<file path="config.mk">
export PLATFORM = sky130hd
export DESIGN_NAME = pm_evt_status
export DESIGN_NICKNAME = d
export VERILOG_FILES = /design/src/rtl/pm_evt_pkg.sv /design/src/rtl/pm_evt_sync.sv /design/src/rtl/pm_evt_pin_det.sv /design/src/rtl/pm_evt_smb_agg.sv /design/src/rtl/pm_evt_sts_reg.sv /design/src/rtl/pm_evt_status.sv
export SDC_FILE = /design/constraint.sdc
export NUM_CORES = 1
export LEC_CHECK = 0
export BUFFER_PORTS_ARGS = -buffer_cell sky130_fd_sc_hd__buf_4
export CORE_ASPECT_RATIO = 1.5
export CORE_MARGIN = 1
export CORE_UTILIZATION = 39
export CTS_CLUSTER_SIZE = 8
export DETAILED_ROUTE_END_ITERATION = 10
export PLACE_DENSITY = 0.83
export RECOVER_POWER = 25
export SYNTH_ARGS = -nofsm -noshare
export SYNTH_HDL_FRONTEND = slang
export SYNTH_SLANG_ARGS = --single-unit
</file>
<file path="constraint.sdc">
create_clock -name clk_i -period 1.76 [get_ports clk_i]
set_input_delay 0.352 -clock clk_i [delete_from_list [all_inputs] [get_ports clk_i]]
set_output_delay 0.352 -clock clk_i [all_outputs]
set_load 0.1 [all_outputs]
</file>
<file path="src/rtl/pm_evt_pkg.sv">
package pm_evt_pkg;
  localparam int unsigned STS_W   = 16;
  localparam int unsigned PIN_N   = 5;
  localparam int unsigned ERR_N   = 5;
  // bit positions
  localparam int unsigned B_USB   = 15;
  localparam int unsigned B_RI    = 14;
  localparam int unsigned B_LID   = 13;
  localparam int unsigned B_ACAV  = 12;
  localparam int unsigned B_SMB   = 11;
  localparam int unsigned B_THERM = 10;
  localparam int unsigned B_EXT   = 9;
  // pin vector order
  localparam int unsigned P_EXT   = 0;
  localparam int unsigned P_THERM = 1;
  localparam int unsigned P_ACAV  = 2;
  localparam int unsigned P_LID   = 3;
  localparam int unsigned P_RI    = 4;
  localparam logic [PIN_N-1:0] PIN_CHG  = 5'b01100; // change-detect pins
  localparam logic [PIN_N-1:0] PIN_IDLE = 5'b10011; // idle level per pin
  localparam logic [STS_W-1:0] IMPL_MASK =
    (STS_W'(1) << B_USB) | (STS_W'(1) << B_RI) | (STS_W'(1) << B_LID) |
    (STS_W'(1) << B_ACAV) | (STS_W'(1) << B_SMB) | (STS_W'(1) << B_THERM) |
    (STS_W'(1) << B_EXT);
endpackage

</file>
<file path="src/rtl/pm_evt_sync.sv">
module pm_evt_sync #(
  parameter int unsigned W      = 1,
  parameter int unsigned STAGES = 2,
  parameter logic [W-1:0] RST_VAL = '0
) (
  input  logic         clk_i,
  input  logic         rst_ni,
  input  logic [W-1:0] d_i,
  output logic [W-1:0] q_o
);
  logic [W-1:0] ff_q [STAGES];

  always_ff @(posedge clk_i or negedge rst_ni) begin
    if (!rst_ni) begin
      for (int s = 0; s < int'(STAGES); s++) ff_q[s] <= RST_VAL;
    end else begin
      ff_q[0] <= d_i;
      for (int s = 1; s < int'(STAGES); s++) ff_q[s] <= ff_q[s-1];
    end
  end

  assign q_o = ff_q[STAGES-1];
endmodule

</file>
<file path="src/rtl/pm_evt_pin_det.sv">
module pm_evt_pin_det #(
  parameter int unsigned N = 5,
  parameter logic [N-1:0] CHG_MASK = '0,
  parameter logic [N-1:0] IDLE_LVL = '1
) (
  input  logic         clk_i,
  input  logic         rst_ni,
  input  logic [N-1:0] pin_i,
  output logic [N-1:0] hit_o
);
  logic [N-1:0] sync_q, prev_q;

  pm_evt_sync #(.W(N), .STAGES(2), .RST_VAL(IDLE_LVL)) u_sync (
    .clk_i (clk_i),
    .rst_ni(rst_ni),
    .d_i   (pin_i),
    .q_o   (sync_q)
  );

  always_ff @(posedge clk_i or negedge rst_ni) begin
    if (!rst_ni) prev_q <= IDLE_LVL;
    else         prev_q <= sync_q;
  end

  for (genvar i = 0; i < int'(N); i++) begin : g_det
    if (CHG_MASK[i]) begin : g_chg
      assign hit_o[i] = sync_q[i] ^ prev_q[i];
    end else begin : g_fall
      // active-low assertion
      assign hit_o[i] = prev_q[i] & ~sync_q[i];
    end
  end
endmodule

</file>
<file path="src/rtl/pm_evt_smb_agg.sv">
module pm_evt_smb_agg #(
  parameter int unsigned ERR_N = 5
) (
  input  logic             snp_i,
  input  logic             hslv_i,
  input  logic             alrt_i,
  input  logic             snp_en_i,
  input  logic             hslv_en_i,
  input  logic             alrt_en_i,
  input  logic [ERR_N-1:0] err_i,
  input  logic             err_en_i,
  output logic             hit_o
);
  logic flag_hit, err_hit;

  assign flag_hit = (snp_i & snp_en_i) | (hslv_i & hslv_en_i) | (alrt_i & alrt_en_i);
  assign err_hit  = (|err_i) & err_en_i;
  assign hit_o    = flag_hit | err_hit;
endmodule

</file>
<file path="src/rtl/pm_evt_sts_reg.sv">
module pm_evt_sts_reg #(
  parameter int unsigned W = 16,
  parameter logic [W-1:0] IMPL = '1
) (
  input  logic         clk_i,
  input  logic         rst_ni,
  input  logic [W-1:0] set_i,
  input  logic [W-1:0] clr_i,
  output logic [W-1:0] sts_o
);
  logic [W-1:0] sts_q, sts_d;

  // set dominates clear
  assign sts_d = ((sts_q & ~clr_i) | set_i) & IMPL;

  always_ff @(posedge clk_i or negedge rst_ni) begin
    if (!rst_ni) sts_q <= '0;
    else         sts_q <= sts_d;
  end

  assign sts_o = sts_q;
endmodule

</file>
<file path="src/rtl/pm_evt_status.sv">
module pm_evt_status
  import pm_evt_pkg::*;
#(
  parameter int unsigned W = STS_W
) (
  input  logic             clk_i,
  input  logic             rst_ni,
  input  logic [1:0]       usb_rsm_i,
  input  logic             ri_ni,
  input  logic             lid_i,
  input  logic             acav_i,
  input  logic             therm_ni,
  input  logic             extsmi_ni,
  input  logic             smb_snp_i,
  input  logic             smb_hslv_i,
  input  logic             smb_alrt_i,
  input  logic             smb_snp_en_i,
  input  logic             smb_hslv_en_i,
  input  logic             smb_alrt_en_i,
  input  logic [ERR_N-1:0] smb_err_i,
  input  logic             smb_err_en_i,
  input  logic             req_i,
  input  logic             we_i,
  input  logic [W-1:0]     wdata_i,
  output logic [W-1:0]     rdata_o,
  input  logic [W-1:0]     irq_en_i,
  output logic             irq_o
);
  logic [PIN_N-1:0] pin_vec, pin_hit;
  logic             smb_hit;
  logic [W-1:0]     set_vec, clr_vec, sts;

  always_comb begin
    pin_vec          = '0;
    pin_vec[P_EXT]   = extsmi_ni;
    pin_vec[P_THERM] = therm_ni;
    pin_vec[P_ACAV]  = acav_i;
    pin_vec[P_LID]   = lid_i;
    pin_vec[P_RI]    = ri_ni;
  end

  pm_evt_pin_det #(.N(PIN_N), .CHG_MASK(PIN_CHG), .IDLE_LVL(PIN_IDLE)) u_pins (
    .clk_i (clk_i),
    .rst_ni(rst_ni),
    .pin_i (pin_vec),
    .hit_o (pin_hit)
  );

  pm_evt_smb_agg #(.ERR_N(ERR_N)) u_smb (
    .snp_i    (smb_snp_i),
    .hslv_i   (smb_hslv_i),
    .alrt_i   (smb_alrt_i),
    .snp_en_i (smb_snp_en_i),
    .hslv_en_i(smb_hslv_en_i),
    .alrt_en_i(smb_alrt_en_i),
    .err_i    (smb_err_i),
    .err_en_i (smb_err_en_i),
    .hit_o    (smb_hit)
  );

  always_comb begin
    set_vec          = '0;
    set_vec[B_USB]   = |usb_rsm_i;
    set_vec[B_RI]    = pin_hit[P_RI];
    set_vec[B_LID]   = pin_hit[P_LID];
    set_vec[B_ACAV]  = pin_hit[P_ACAV];
    set_vec[B_SMB]   = smb_hit;
    set_vec[B_THERM] = pin_hit[P_THERM];
    set_vec[B_EXT]   = pin_hit[P_EXT];
  end

  assign clr_vec = (req_i && we_i) ? wdata_i : '0;

  pm_evt_sts_reg #(.W(W), .IMPL(IMPL_MASK)) u_sts (
    .clk_i (clk_i),
    .rst_ni(rst_ni),
    .set_i (set_vec),
    .clr_i (clr_vec),
    .sts_o (sts)
  );

  assign rdata_o = sts;
  assign irq_o   = |(sts & irq_en_i);
endmodule

</file>
# Yosys cells after proc, flatten, opt, wreduce, memory -nomap -nowiden
# Cells that the tools add are included.
# word_totals
out_inout_bits	17
in_bits	55
regBits	22
wordCells	28
# op_classes
n_bitwise	19
reduce_logical	4
mux	1
# op_table
operator	n
$and 16x16->16	2
$mux 16	1
$not 16->16	1
$or 16x16->16	1
$reduce_or 16->1	1
$and 1x1->1	7
$reduce_or 5->1	1
$not 1->1	3
$or 1x1->1	3
$reduce_or 2->1	1
$xor 1x1->1	2
$logic_and 1x1->1	1

# Longest topological paths before layout
# logic_depth
depth_word	5
depth_mapped	3
mapped_depth_nobuf	3

# By module
# A second synthesis with hierarchy kept.
# unflattened
hier_cells	89
hier_area_um2	1033.5
# modules_own_cells
module	cells_each	n_inst	seq_area_each_um2	area_each_um2
pm_evt_sts_reg	31	1	175.2	325.3
pm_evt_sync	15	1	257.7	295.3
pm_evt_status	29	1	0.0	221.5
pm_evt_pin_det	10	1	128.9	165.2
pm_evt_smb_agg	4	1	0.0	26.3

# Worst setup path before layout
# Ideal clock, no wire load.
# synth_path
path_type	flip-flop to output port
start	reg u_sts.sts_q[12] (netlist: u_sts.sts_o[12])
end	out irq_o
slack_ps	-556
arrival_time_ps	1964
t_required_ps	1408
stages_incl_launch_ff	3
path_buffers	0
path_cell_list	dfrtp_1 a222oi_1 nand3_1
# synth_via
elab_chain_len	2
# synth_rtl
item	line	rtl
from (decl)	pm_evt_sts_reg.sv:11	logic [W-1:0] sts_q, sts_d;
from (signal assigned)	pm_evt_sts_reg.sv:18	else sts_q <= sts_d;
$and 16x16->16	pm_evt_status.sv:83	assign irq_o = |(sts & irq_en_i);
$reduce_or 16->1	pm_evt_status.sv:83	
to (decl)	pm_evt_status.sv:27	output logic irq_o
# Every way passes these cells.

# Final worst setup path
# layout_path
start	reg u_sts.sts_q[14] (netlist: u_sts.sts_o[14])
end	out irq_o
# The elaborated chain is that of the path after synthesis.

==> summary.txt <==
Worst setup path
  – CP cell instances: a222oi_1 > nand3_4 > buf_12
  – Worst path arrival time: around 1.5 ns
  – Slowest stage delay, CP: 0.46 ns
  – Worst EP required: around 1.4 ns
  – Max stage delay cell, worst path: a222oi_1
  – CP startpoint kind: flop
  – CP Class: reg -> out
  – CP Capture Type: output port
  – Crit Path Max Fanout: 3

STA
  – Period minus WS final: ~1.9 ns
  – Clock skew: around 0.013 ns
  – Period utilization: 105.4%
  – Worst Setup Slack, final: -0.09546 ns
  – Hold Slack: about 0.14 ns
  – Final Max Slew Viols: 0
  – Achievable clock frequency: approximately 0.54 GHz
  – Final setup vio count: 1
  – Unrepaired setup endpoints after global routing: true
  – Endpoints failing hold: 0

Placement
  – Placed wire-length estimate: between 1 and 1.5 mm
  – DP Worst Slack: roughly 0.13 ns
  – Placed cell count: 128
  – Area after DPL: ~1100 µm²
  – RePlAce Congestion: 0.5258
  – Port Buffers: 44

Finish
  – Layout cells sized above 1: between 50% and 60%
  – Total Nets Final: about 170
  – FILL cells: roughly 160
  – Area growth syn-to-layout: 52.32%
  – Ant. Diodes: 0
  – Count of non-filler cells in the finished layout: around 130
  – Post-layout instance area: about 1200 µm²

CTS
  – Clk sinks: 22
  – CTS Buffer Depth: 2
  – CTS tree: built
  – TritonCTS Buffers: 3
  – Worst-Skew Late Latency: 0.30 ns
  – Root Buffer: clkbuf_4
  – H-tree depth: 1
  – Worst-path clk slew: around 0.12 ns

Synthesis
  – Cell Area, Synth: 808.3 µm²
  – Post-synthesis average cell area: approximately 13 µm²
  – Mapped Cells: 64
  – Most frequent cell after synthesis: dfrtp_1
  – Asr flop ratio synth: 100.0%
  – Post-synth top area share: between 40 and 50%
  – Synth Warn #: 0
  – Post-synth top cells: dfrtp_1, buf_4, dfstp_2, nand3_1, nand2_1
  – Post-synth EDFFs: 0
  – Largest cells by area after synthesis: dfrtp_1, dfstp_2, buf_4
  – Post-synthesis sequential area ratio: between 60% and 70%
  – FF+latch count, synth: 22
  – Netlist cell types: 14
  – Leading area contributor after synthesis: dfrtp_1
  – Top_reg_cell synth: dfrtp_1

Detailed routing
  – Post-DRT Antenna Nets: 0
  – Routed len/inst: 12.64 µm
  – Metal3 WL: 127 µm
  – Final WL: 1.694 mm
  – Max layer used: met3
  – DR vias/cell: 4.791
  – Drc violations: 0
  – DR iter-0 viols: 12
  – DR vias: between 600 and 700
  – Pre-antenna DRT Iters: 4
  – DR WL met2: 1.050 mm
  – M1 WL: between 500 and 600 µm

Power
  – Pwr Density: between 1000 and 1500 nW/µm²
  – Peak supply drop: 0.0007020 V
  – P_leak: approximately 0.00059 µW

GRT
  – GRT overflow: 0
  – Global-route wire length before repair: between 2 and 3 mm
  – Initial antenna violation count: 0
  – Total GRT Usage: between 10% and 20%
  – Largest net degree at the start of global routing: 23
  – Vias in the first global route: approximately 660

Die
  – Vert. Die Dim: 57.76 µm
  – Initial Util: between 40% and 50%
  – Full die area: 2262 µm²
  – Row count: 19
  – Die width: between 30 and 40 µm
  – I/O pins: 72
  – Core area: between 1500 and 2000 µm²

Outcome
  – Outcome: finished, violations left
  – Violated checks: negative setup slack

Run
  – Max_cap viols: 0

Hold path
  – Worst Hold Class: in -> reg
==> routing by layer <==
layer	track usage [%]	vias up
met4	7.389	0
met5	0	-
li1	-	298
met3	1.533	0
met1	15.12	313
met2	31.43	31
==> layout make-up <==
cell class | count | area (µm²) | share of cell area, %
clock buffer | 3 | 22.52 | 1.829
clock inverter | 1 | 30.03 | 2.439
timing repair buffer | 46 | 360.3 | 29.27
tap | 21 | 26.28 | 2.134
inverter | 3 | 11.26 | 0.9146
multi-input combinational | 38 | 210.2 | 17.07
sequential | 22 | 570.5 | 46.34
==> where the power goes <==
part / switching [µW] / total (µW) / internal, µW
Combinational: 224 / 310 / 86.1
Clock: 142 / 373 / 230
Sequential: 16.7 / 562 / 545
Total: 383 / 1240 / 861
==> worst paths after layout <==
path,start,cells past startpoint,slack (ns),endpoint
setup reg to reg,u_pins.prev_q[4],2,0.91,u_sts.sts_o[14]
hold reg to reg,u_pins.u_sync.ff_q[7],0,0.36,u_pins.u_sync.q_o[2]
setup / recovery,u_sts.sts_o[14],3,-0.1,irq_o
max in group asynchronous,rst_ni,2,1.03,u_pins.u_sync.ff_q[6]
hold / removal,extsmi_ni,1,0.14,u_pins.u_sync.ff_q[5]
min in group asynchronous,rst_ni,2,0.44,u_pins.u_sync.ff_q[7]
==> sequential cells by signal, indices dropped and copies added (netlist names) <==
| name | count |
|---|---|
| u_pins.prev_q | 5 |
| u_sts.sts_o | 7 |
| u_pins.u_sync.q_o | 5 |
| u_pins.u_sync.ff_q | 5 |
==> metrics by stage <==
| step | setup TNS, ns | util (%) | power [µW] |
|---|---|---|---|
| 5_1_grt | -0.1472 | 65.56 | 1297 |
| 3_3_place_gp | 0 | 61.16 | 868.6 |
| 4_1_cts | -0.1196 | 65.56 | 1256 |
| 6_report | -0.09546 | 65.56 | 1245 |
| 2_1_floorplan | -0.04732 | - | 787.0 |
| 3_5_place_dp | 0 | 61.16 | 877.9 |
==> placed cells by master (no fill, tap or decap), drive strengths merged <==
cell type	n
dfrtp	13
xnor2	2
buf	40
conb	9
a222oi	2
or4	1
o21ai	4
nand2	8
a22oi	2
nand3	9
inv	3
a211o	1
dlygate4sd3	1
dfstp	9
bufinv	1
clkbuf	8
==> kinds of logic (layout without fill, tap and decap cells) <==
family / Yosys count / in the layout / share of synthesized area (%)
simple gates: 18 / 18 / 10.22
buf+inv: 12 / 53 / 9.752
xor+xnor: 2 / 2 / 2.168
flops: 22 / 22 / 69.50
other cells: 1 / 9 / 0.4640
compound gates: 9 / 9 / 7.893
==> critical path: cells and delay by family, from the launching register on <==
family	cells	cell delay, ns
AOI/OAI and AO/OA	1	0.46
buffers and inverters	1	0.18
and+or+nand+nor	1	0.12
DFF	1	0.44
==> what timing repair did <==
action | 4_1_cts | 5_1_grt
setup endpoints to repair | 1 | 1
hold buffers | 1 | 0
buffers inserted | 1 | 0
endpoints found under the hold margin | 13 | 0
pin swaps | 2 | 2
gates resized for setup | 3 | 0
Power figures use the tool's default switching activity.
